### config.mk
export PLATFORM = sky130hd
export DESIGN_NAME = acc_alu_core
export DESIGN_NICKNAME = d
export VERILOG_FILES = /design/src/rtl/acc_alu_pkg.sv /design/src/rtl/alu_addsub.sv /design/src/rtl/alu_bitops.sv /design/src/rtl/alu_decadj.sv /design/src/rtl/alu_szp.sv /design/src/rtl/acc_alu_core.sv
export SDC_FILE = /design/constraint.sdc
export NUM_CORES = 1
export LEC_CHECK = 0
export ABC_AREA = 1
export BUFFER_PORTS_ARGS = -buffer_cell sky130_fd_sc_hd__clkbuf_2
export CAP_MARGIN = 20
export CORE_MARGIN = 2
export CORE_UTILIZATION = 60
export CTS_CLUSTER_DIAMETER = 40
export DETAILED_ROUTE_END_ITERATION = 10
export HOLD_SLACK_MARGIN = 0.06
export MAX_ROUTING_LAYER = met4
export PLACE_DENSITY = 0.9
export SLEW_MARGIN = 20
export SYNTH_ARGS = -nofsm -noshare
export SYNTH_HDL_FRONTEND = slang
export SYNTH_SLANG_ARGS = --single-unit
### constraint.sdc
create_clock -name clk -period 6.7 [get_ports clk]
set_input_delay 0 -clock clk [delete_from_list [all_inputs] [get_ports clk]]
set_output_delay 0 -clock clk [all_outputs]
set_load 0.02 [all_outputs]
### src/rtl/acc_alu_pkg.sv
package acc_alu_pkg;

  localparam int DW = 8;
  localparam int NW = 4;
  localparam int CW = 4;

  typedef enum logic [CW-1:0] {
    OP_ADD = 4'd0,
    OP_ADC = 4'd1,
    OP_SUB = 4'd2,
    OP_SBB = 4'd3,
    OP_CMP = 4'd4,
    OP_AND = 4'd5,
    OP_OR  = 4'd6,
    OP_XOR = 4'd7,
    OP_CMA = 4'd8,
    OP_RLC = 4'd9,
    OP_RRC = 4'd10,
    OP_RAL = 4'd11,
    OP_RAR = 4'd12,
    OP_DAA = 4'd13
  } alu_op_e;

  typedef struct packed {
    logic s;
    logic z;
    logic ac;
    logic p;
    logic cy;
  } flags_t;

endpackage

### src/rtl/alu_addsub.sv
module alu_addsub #(
  parameter int W  = acc_alu_pkg::DW,
  parameter int NW = acc_alu_pkg::NW
) (
  input  logic [W-1:0] a,
  input  logic [W-1:0] b,
  input  logic         cin,
  input  logic         sub,
  output logic [W-1:0] res,
  output logic         cout,
  output logic         hout
);

  logic [W-1:0]  b_eff;
  logic          c_eff;
  logic [W:0]    full;
  logic [NW:0]   half;

  // subtraction as a + ~b + ~borrow_in; borrow is the inverted carry
  always_comb begin
    b_eff = sub ? ~b : b;
    c_eff = sub ? ~cin : cin;
    full  = {1'b0, a} + {1'b0, b_eff} + {{W{1'b0}}, c_eff};
    half  = {1'b0, a[NW-1:0]} + {1'b0, b_eff[NW-1:0]} + {{NW{1'b0}}, c_eff};
    res   = full[W-1:0];
    cout  = sub ? ~full[W] : full[W];
    hout  = sub ? ~half[NW] : half[NW];
  end

endmodule

### src/rtl/alu_bitops.sv
module alu_bitops
  import acc_alu_pkg::*;
#(
  parameter int W = acc_alu_pkg::DW
) (
  input  logic [CW-1:0] op,
  input  logic [W-1:0]  a,
  input  logic [W-1:0]  b,
  input  logic          cin,
  output logic [W-1:0]  res,
  output logic          cout
);

  always_comb begin
    res  = a;
    cout = cin;
    case (op)
      OP_AND: begin res = a & b; cout = 1'b0; end
      OP_OR:  begin res = a | b; cout = 1'b0; end
      OP_XOR: begin res = a ^ b; cout = 1'b0; end
      OP_CMA: begin res = ~a;    cout = cin;  end
      OP_RLC: begin res = {a[W-2:0], a[W-1]}; cout = a[W-1]; end
      OP_RRC: begin res = {a[0], a[W-1:1]};   cout = a[0];   end
      OP_RAL: begin res = {a[W-2:0], cin};    cout = a[W-1]; end
      OP_RAR: begin res = {cin, a[W-1:1]};    cout = a[0];   end
      default: begin res = a; cout = cin; end
    endcase
  end

endmodule

### src/rtl/alu_decadj.sv
module alu_decadj #(
  parameter int W  = acc_alu_pkg::DW,
  parameter int NW = acc_alu_pkg::NW
) (
  input  logic [W-1:0] a,
  input  logic         cy_in,
  input  logic         ac_in,
  output logic [W-1:0] res,
  output logic         cy_out,
  output logic         ac_out
);

  localparam logic [W:0]   LO_STEP = (W+1)'(6);
  localparam logic [W-1:0] HI_STEP = W'(96);
  localparam logic [NW-1:0] DIGMAX = NW'(9);

  logic       lo_fix;
  logic       hi_fix;
  logic [W:0] stage1;

  always_comb begin
    lo_fix = ac_in || (a[NW-1:0] > DIGMAX);
    stage1 = {1'b0, a} + (lo_fix ? LO_STEP : '0);
    ac_out = lo_fix && (a[NW-1:0] > DIGMAX);
    hi_fix = cy_in || stage1[W] || (stage1[W-1:NW] > DIGMAX);
    res    = stage1[W-1:0] + (hi_fix ? HI_STEP : '0);
    cy_out = hi_fix;
  end

endmodule

### src/rtl/alu_szp.sv
module alu_szp #(
  parameter int W = acc_alu_pkg::DW
) (
  input  logic [W-1:0] val,
  output logic         zero,
  output logic         sign,
  output logic         par_even
);

  logic [W:0] chain;

  assign chain[0] = 1'b0;
  for (genvar i = 0; i < W; i++) begin : g_par
    assign chain[i+1] = chain[i] ^ val[i];
  end

  assign zero     = (val == '0);
  assign sign     = val[W-1];
  assign par_even = ~chain[W];

endmodule

### src/rtl/acc_alu_core.sv
module acc_alu_core
  import acc_alu_pkg::*;
#(
  parameter int W = acc_alu_pkg::DW
) (
  input  logic          clk,
  input  logic          rst,
  input  logic          wr_en,
  input  logic [CW-1:0] op_code,
  input  logic [W-1:0]  operand,
  output logic [W-1:0]  acc_o,
  output logic          cy_o,
  output logic          ac_o,
  output logic          z_o,
  output logic          s_o,
  output logic          p_o
);

  logic [W-1:0] acc_q, acc_d;
  flags_t       fl_q, fl_d;

  logic         as_cin, as_sub, as_c, as_h;
  logic [W-1:0] as_res;
  logic [W-1:0] bo_res;
  logic         bo_c;
  logic [W-1:0] da_res;
  logic         da_c, da_h;
  logic [W-1:0] szp_in;
  logic         sz_z, sz_s, sz_p;

  assign as_cin = ((op_code == OP_ADC) || (op_code == OP_SBB)) ? fl_q.cy : 1'b0;
  assign as_sub = (op_code == OP_SUB) || (op_code == OP_SBB) || (op_code == OP_CMP);

  alu_addsub #(.W(W)) u_addsub (
    .a(acc_q), .b(operand), .cin(as_cin), .sub(as_sub),
    .res(as_res), .cout(as_c), .hout(as_h)
  );

  alu_bitops #(.W(W)) u_bitops (
    .op(op_code), .a(acc_q), .b(operand), .cin(fl_q.cy),
    .res(bo_res), .cout(bo_c)
  );

  alu_decadj #(.W(W)) u_decadj (
    .a(acc_q), .cy_in(fl_q.cy), .ac_in(fl_q.ac),
    .res(da_res), .cy_out(da_c), .ac_out(da_h)
  );

  always_comb begin
    case (op_code)
      OP_ADD, OP_ADC, OP_SUB, OP_SBB, OP_CMP: szp_in = as_res;
      OP_AND, OP_OR, OP_XOR:                  szp_in = bo_res;
      OP_DAA:                                 szp_in = da_res;
      default:                                szp_in = acc_q;
    endcase
  end

  alu_szp #(.W(W)) u_szp (
    .val(szp_in), .zero(sz_z), .sign(sz_s), .par_even(sz_p)
  );

  always_comb begin
    acc_d = acc_q;
    fl_d  = fl_q;
    case (op_code)
      OP_ADD, OP_ADC, OP_SUB, OP_SBB: begin
        acc_d   = as_res;
        fl_d.cy = as_c;
        fl_d.ac = as_h;
        fl_d.z  = sz_z;
        fl_d.s  = sz_s;
        fl_d.p  = sz_p;
      end
      OP_CMP: begin
        fl_d.cy = as_c;
        fl_d.ac = as_h;
        fl_d.z  = sz_z;
        fl_d.s  = sz_s;
        fl_d.p  = sz_p;
      end
      OP_AND, OP_OR, OP_XOR: begin
        acc_d   = bo_res;
        fl_d.cy = bo_c;
        fl_d.ac = 1'b0;
        fl_d.z  = sz_z;
        fl_d.s  = sz_s;
        fl_d.p  = sz_p;
      end
      OP_CMA, OP_RLC, OP_RRC, OP_RAL, OP_RAR: begin
        acc_d   = bo_res;
        fl_d.cy = bo_c;
      end
      OP_DAA: begin
        acc_d   = da_res;
        fl_d.cy = da_c;
        fl_d.ac = da_h;
        fl_d.z  = sz_z;
        fl_d.s  = sz_s;
        fl_d.p  = sz_p;
      end
      default: begin
        acc_d = acc_q;
        fl_d  = fl_q;
      end
    endcase
  end

  always_ff @(posedge clk) begin
    if (rst) begin
      acc_q <= '0;
      fl_q  <= '0;
    end else if (wr_en) begin
      acc_q <= acc_d;
      fl_q  <= fl_d;
    end
  end

  assign acc_o = acc_q;
  assign cy_o  = fl_q.cy;
  assign ac_o  = fl_q.ac;
  assign z_o   = fl_q.z;
  assign s_o   = fl_q.s;
  assign p_o   = fl_q.p;

endmodule

Yosys cells after proc, flatten, opt, wreduce, memory -nomap -nowiden
Index checks and enable logic that the tools add are counted.
{"block": "op_classes", "add_sub_neg": 6, "order_cmp": 2, "n_eq_ne": 14, "mux": 13, "n_bitwise": 16, "n_reduce_logical": 21}
{"cell": "one-hot mux 8 bit (8 select lines)", "count": 1}
{"cell": "one-hot mux 8 bit (3 select lines)", "count": 2}
{"cell": "== test 4 bit (second input constant)", "count": 6}
{"cell": "== test 4 x 3 -> 1 bit (second input constant)", "count": 4}
{"cell": "inverter 8 bit", "count": 2}
{"cell": "one-hot mux 4 bit (3 select lines)", "count": 1}
{"cell": "adder 8 x 8 -> 9 bit", "count": 1}
{"cell": "adder 8 x 9 -> 9 bit", "count": 1}
{"cell": "adder 9 x 1 -> 9 bit", "count": 1}
{"cell": "nonzero test 3 bit", "count": 3}
{"cell": "adder 8 bit", "count": 1}
{"cell": "bitwise AND 8 bit", "count": 1}
{"cell": "== test 4 x 2 -> 1 bit (second input constant)", "count": 2}
{"cell": "> comparator 4 bit (second input constant)", "count": 2}
{"cell": "logical NOT 8 bit", "count": 1}
{"cell": "2-to-1 mux 8 bit", "count": 1}
{"cell": "OR 8 bit", "count": 1}
{"cell": "OR reduction 8 bit", "count": 1}
{"cell": "bitwise XOR 8 bit", "count": 1}
{"cell": "2-to-1 mux 7 bit", "count": 1}
{"cell": "bitwise XOR 1 bit", "count": 7}
{"cell": "logical OR 1 bit", "count": 6}
{"cell": "one-hot mux 1 bit (3 select lines)", "count": 2}
{"cell": "adder 4 x 4 -> 5 bit", "count": 1}
{"cell": "other kinds (14)", "count": 22}
{"block": "word_totals", "regBits": 13, "out_inout_bits": 13}

Depth between registers and ports, before layout
{"block": "logic_depth", "ltp_word": 18, "mapped_depth": 32}

Cells and area by module
Synthesis repeated with hierarchy kept, for this count alone.
{"block": "unflattened", "hier_cells": 500, "area_unflattened_um2": 2870.3}
{"module": "acc_alu_core", "n_inst": 1, "cells_each": 175, "area_each_um2": 1029.7, "seq_area_each_um2": 260.2}
{"module": "alu_bitops", "n_inst": 1, "cells_each": 166, "area_each_um2": 897.1, "seq_area_each_um2": 0.0}
{"module": "alu_addsub", "n_inst": 1, "cells_each": 81, "area_each_um2": 496.7, "seq_area_each_um2": 0.0}
{"module": "alu_decadj", "n_inst": 1, "cells_each": 43, "area_each_um2": 289.0, "seq_area_each_um2": 0.0}
{"module": "alu_szp", "n_inst": 1, "cells_each": 35, "area_each_um2": 157.7, "seq_area_each_um2": 0.0}

Worst setup path after synthesis
OpenSTA, ideal clock, no wires.
{"block": "synth_timing", "kind": "register to register", "from": "register acc_q[3], in the netlist acc_o[3]", "to": "register fl_q, in the netlist p_o", "setup_time_ps": 126, "t_arrival_ps": 3913, "required_ps": 6574, "setup_slack_ps": 2660, "stages_incl_launch_ff": 32, "path_buffers": 1, "synth_period_minus_slack_ps": 4040, "path_cell_list": "dfxtp_1 -> clkbuf_2 -> inv_1 -> a21oi_1 -> nor2_1 -> inv_1 -> ha_1 -> inv_1 -> fa_1 -> inv_1 -> nand3_1 -> nor2_1 -> inv_1 -> nand2_1 -> a22oi_1 -> nor3_1 -> inv_1 -> ha_1 -> inv_1 -> fa_1 -> nor2_1 -> inv_1 -> nand2_1 -> inv_1 -> nand3_1 -> nand2_1 -> nand2_1 -> nand3_1 -> nand2_1 -> nand2_1 -> nand2_1 -> a21oi_1"}
{"block": "synth_via", "elab_chain_len": 15, "elab_cells_between_ends": 26, "classes_between": "add/sub (4); order compare (2); mux (5); bitwise (12); reduce/logical (3)"}
{"element": "start, declared", "line": "acc_alu_core.sv:19", "text": "logic [W-1:0] acc_q, acc_d;"}
{"element": "start signal, assigned", "line": "acc_alu_core.sv:110", "text": "acc_q <= '0;"}
{"element": "start signal, assigned", "line": "acc_alu_core.sv:113", "text": "acc_q <= acc_d;"}
{"element": "branches (longest 5 deep; another with adder 8 x 9 -> 9 bit)"}
{"element": "one-hot mux 8 bit (3 select lines) (*)", "line": "acc_alu_core.sv:50", "text": "case (op_code)"}
{"element": "bitwise XOR 1 bit (6 in a row)", "line": "alu_szp.sv:14", "text": "assign chain[i+1] = chain[i] ^ val[i];"}
{"element": "bitwise XOR 1 bit (*)", "line": "alu_szp.sv:14"}
{"element": "inverter 1 bit (*)", "line": "alu_szp.sv:19", "text": "assign par_even = ~chain[W];"}
{"element": "one-hot mux 4 bit (3 select lines) (*)", "line": "acc_alu_core.sv:65", "text": "case (op_code)"}
{"element": "end signal, assigned", "line": "acc_alu_core.sv:114", "text": "fl_q <= fl_d;"}
{"element": "end, declared", "line": "acc_alu_core.sv:20", "text": "flags_t fl_q, fl_d;"}
Mark *: on every way between the ends. The select of a mux whose other input is x is not followed.
A chain may end at the register's enable or synchronous reset.

Worst setup path after layout
{"block": "layout_timing", "from": "register acc_q[1], in the netlist acc_o[1]", "to": "register fl_q, in the netlist p_o"}
The elaborated chain is that of the path after synthesis.

==> run_results.csv <==
group,metric,value,unit
status,result_of_the_run,"finished, final reports clean",
floorplanning,die_height,68.5,um
global_route,grt_remaining_overflow,0,
global_route,grt_max_degree,13,
clock_tree,max-clock-path-buffers,2,
cells_and_area,num_antenna_cells,0,
floorplanning,design.portCount,28,
clock_tree,htree_levels,1,
logic_synthesis,ys_top_cells_by_count,"sky130_fd_sc_hd__nand2_1 (121), sky130_fd_sc_hd__inv_1 (62), sky130_fd_sc_hd__nand3_1 (53)",
logic_synthesis,synth_largest_type_area_fraction,0.182,
floorplanning,die_w,68.5,um
min_path,hold_path.class,"in -> reg",
logic_synthesis,syn_area_per_cell,5.83,um2
power_and_ir_drop,power_switching,206,uW
timing,timing.final.max_slew_violations,0,
clock_tree,post_cts_sizing,0,
logic_synthesis,synthesis.yosys.warnings,0,
route,routed-via-count,3015,
logic_synthesis,syn_nets,474,
global_route,antenna_found_initial,0,
logic_synthesis,synth-async-reset-ratio,0,
logic_synthesis,synth_edf_count,0,
logic_synthesis,synth_cells,428,
power_and_ir_drop,post-layout-total-power,414,uW
power_and_ir_drop,pwr-share-seq,0.244,
cells_and_area,design.final.nets,503,
power_and_ir_drop,p_clk_frac,0.177,
floorplanning,fp-row-count,23,
setup_path,worst_ep_required_time,6830,ps
place,detailedPlacementHpwl,6410,um
timing,layout_min_cycle_time,4520,ps
setup_path,worst_path_cell_with_the_longest_stage_delay,"sky130_fd_sc_hd__dfxtp_1",
power_and_ir_drop,power.switching_fraction,0.498,
setup_path,largest_stage_delay_on_the_critical_path,550,ps
setup_path,cpLargestDelayFamily,"simple AND/OR/NAND/NOR gates",
clock_tree,root_buffer,"sky130_fd_sc_hd__clkbuf_8",
logic_synthesis,synth_top_cell_by_area,"sky130_fd_sc_hd__nand2_1",
clock_tree,cts_tree,"built",
route,wire_per_inst,15.8,um
cells_and_area,layout.filler_cells,384,
logic_synthesis,yosysMostFrequentCell,"sky130_fd_sc_hd__nand2_1",
timing,unrepaired_setup_endpoints_after_global_routing,"no",
timing,clock_skew,8.07,ps
logic_synthesis,seq_area_frac_synth,0.104,
logic_synthesis,simple_gate_fraction_of_synth_area,0.437,
route,drt-total-wl,7990,um
timing,setup_violations,0,
cells_and_area,drive_above_1_share,0.116,
logic_synthesis,yosys.cell_types.count,34,
global_route,grt_pass1_wl,12600,um
logic_synthesis,yosys.area_share.xor_xnor,0.0421,
logic_synthesis,synth_adder_area_share,0.168,
place,io_buffers,27,
route,drt_drc_violations_left,0,
floorplanning,design.die.area,0.00469,mm2
power_and_ir_drop,power_density,152,mW/mm2
logic_synthesis,synthFlopType,"sky130_fd_sc_hd__dfxtp_1",
setup_path,timing.critical_path.from_type,"flop",
cells_and_area,final_core_util,0.680,
floorplanning,initial_core_util,0.624,
place,gpl.final_weighted_congestion,1.00,
timing,timing.setup.tns,0,ps
timing,timing.final.crit_share,0.675,
setup_path,worst-path-buf-inv,9,
route,detail-route-antenna-nets,0,
power_and_ir_drop,power_frac_comb,0.580,
power_and_ir_drop,worst_ir_drop_on_vdd,142,uV
clock_tree,clk_pin_slew,60,ps
timing,worst_pin_slew,710,ps
clock_tree,clock_insertion_delay_worst_skew,250,ps
setup_path,worstPathArrival,4650,ps
timing,maxClockFrequency,0.221,GHz
timing,slew_headroom,0.523,
power_and_ir_drop,leak_pwr,1.49,nW
logic_synthesis,synth_top_family_by_area,"simple AND/OR/NAND/NOR gates",
logic_synthesis,synth_area_leaders,"sky130_fd_sc_hd__nand2_1 (18%), sky130_fd_sc_hd__ha_1 (14%), sky130_fd_sc_hd__nand3_1 (11%)",
setup_path,critical_path_peak_fanout,9,
route,drt_first_pass_iters,6,
floorplanning,design.core.area,0.00400,mm2
setup_path,worst_path_most_repeated_cell,"sky130_fd_sc_hd__inv_1",
flow_run,drv_cap,0,
route,vias_per_cell,5.96,
global_route,grt_pass1_vias,2644,
cells_and_area,area_growth,8.98,%
logic_synthesis,synth_seq_cells,13,
logic_synthesis,synth_mux_area_frac,0,
global_route,grt_use_total,0.372,
clock_tree,cts_inserted_buffers,3,
logic_synthesis,syn-cell-area,0.00249,mm2
setup_path,setup.worst_path.class,"reg -> reg",
route,drt-initial-drc-count,404,
timing,finalHoldViolCount,0,
clock_tree,tritoncts_num_sinks,13,
setup_path,setup.worst_path.end_class,"flop",
power_and_ir_drop,internal_power,208,uW
logic_synthesis,synth-compound-area-share,0.132,
[kinds of logic after synthesis]
logic type	count (synthesis)
AO/OA/AOI/OAI	55
buffers and inverters	73
adder cells (fa/ha/maj)	31
XOR/XNOR	12
AND/OR/NAND/NOR	244
flip-flops	13
[cell type report]
class | instances | area [um2] | share of cell area
clock buffer | 4 | 45.0 | 0.0166
inverter | 68 | 255 | 0.0939
multi-input combinational | 342 | 1940 | 0.715
sequential | 13 | 260 | 0.0957
tap | 50 | 62.6 | 0.0230
timing repair buffer | 29 | 153 | 0.0561
[power groups by stage]
| stage | Sequential, mW | Clock [mW] | Combinational, mW |
|---|---|---|---|
| 3_5_place_dp | 0.102 | 0 | 0.233 |
| 6_report | 0.101 | 0.0732 | 0.240 |
| 5_1_grt | 0.102 | 0.0790 | 0.270 |
| 2_1_floorplan | 0.105 | 0 | 0.167 |
| 4_1_cts | 0.100 | 0.0731 | 0.235 |
| 3_3_place_gp | 0.101 | 0 | 0.231 |
[sequential cells by signal, indices dropped and copies added (netlist names)]
| name | count |
|---|---|
| ac_o | 1 |
| acc_o | 8 |
| cy_o | 1 |
| p_o | 1 |
| s_o | 1 |
| z_o | 1 |
[path summary, 6_finish.rpt]
check | cells after the start | slack (ps) | endpoint | startpoint
hold / removal | 3 | 160 | acc_o[2] | wr_en
setup / recovery | 30 | 2180 | p_o | acc_o[1]
hold reg to reg | 2 | 460 | z_o | z_o
setup reg to reg | 30 | 2180 | p_o | acc_o[1]
[metrics by stage]
step / area (um2) / instances / setup WS (ps) / hold WS [ps]
2_1_floorplan: 2490 / 428 / 2660 / 69.1
3_3_place_gp: 2660 / 501 / 2530 / 304
3_5_place_dp: 2660 / 501 / 2290 / 309
4_1_cts: 2720 / 506 / 2270 / 151
5_1_grt: 2720 / 506 / 1670 / 174
6_report: 2720 / 506 / 2180 / 161
[layer usage]
layer | vias to the layer above | wire (um) | GRT usage
li1 | 1458 | - | -
met5 | - | 0 | -
met3 | 31 | 916 | 0.0510
met4 | 0 | 314 | 0.123
met1 | 1331 | 3140 | 0.463
met2 | 195 | 3620 | 0.619
[layout by cell type (no fill, tap or decap)]
cell and count:
sky130_fd_sc_hd__o21ai_2 1, sky130_fd_sc_hd__nand3_1 53, sky130_fd_sc_hd__nand2_2 3, sky130_fd_sc_hd__clkbuf_1 1, sky130_fd_sc_hd__o21ai_1 3, sky130_fd_sc_hd__xor2_1 12, sky130_fd_sc_hd__o21a_1 1, sky130_fd_sc_hd__nor3_1 7
sky130_fd_sc_hd__ha_1 27, sky130_fd_sc_hd__nand2_4 1, sky130_fd_sc_hd__o22ai_1 2, sky130_fd_sc_hd__inv_1 62, sky130_fd_sc_hd__a21oi_1 16, sky130_fd_sc_hd__buf_4 1, sky130_fd_sc_hd__a31o_2 1, sky130_fd_sc_hd__clkbuf_2 27
sky130_fd_sc_hd__dfxtp_1 13, sky130_fd_sc_hd__nor2_1 37, sky130_fd_sc_hd__nand3b_1 4, sky130_fd_sc_hd__o2111ai_1 2, sky130_fd_sc_hd__a221oi_1 4, sky130_fd_sc_hd__o21ai_0 15, sky130_fd_sc_hd__a211oi_1 3, sky130_fd_sc_hd__nor2_2 5
sky130_fd_sc_hd__nor4_1 2, sky130_fd_sc_hd__nand2_1 121, sky130_fd_sc_hd__inv_2 6, sky130_fd_sc_hd__clkbuf_8 3, sky130_fd_sc_hd__o21bai_1 1, sky130_fd_sc_hd__nand4_1 6, sky130_fd_sc_hd__fa_1 4, sky130_fd_sc_hd__a31oi_1 5
sky130_fd_sc_hd__a22oi_1 1, sky130_fd_sc_hd__nor2_4 5, sky130_fd_sc_hd__dlygate4sd3_1 1
[what timing repair did]
item / in CTS / in global routing
endpoints found under the setup margin: 0 / 0
buffers inserted: 0 / 0
hold buffers: 1 / 0
endpoints found under the hold margin: 2 / 0
[worst register-to-register path: cells and delay by family (launching register included)]
kind	cells	cell delay [ps]
adder cells (fa/ha/maj)	4	1160
flip-flops	1	550
AO/OA/AOI/OAI	3	370
buffers and inverters	9	810
AND/OR/NAND/NOR	14	1530
(Power assumes the default switching activity.)
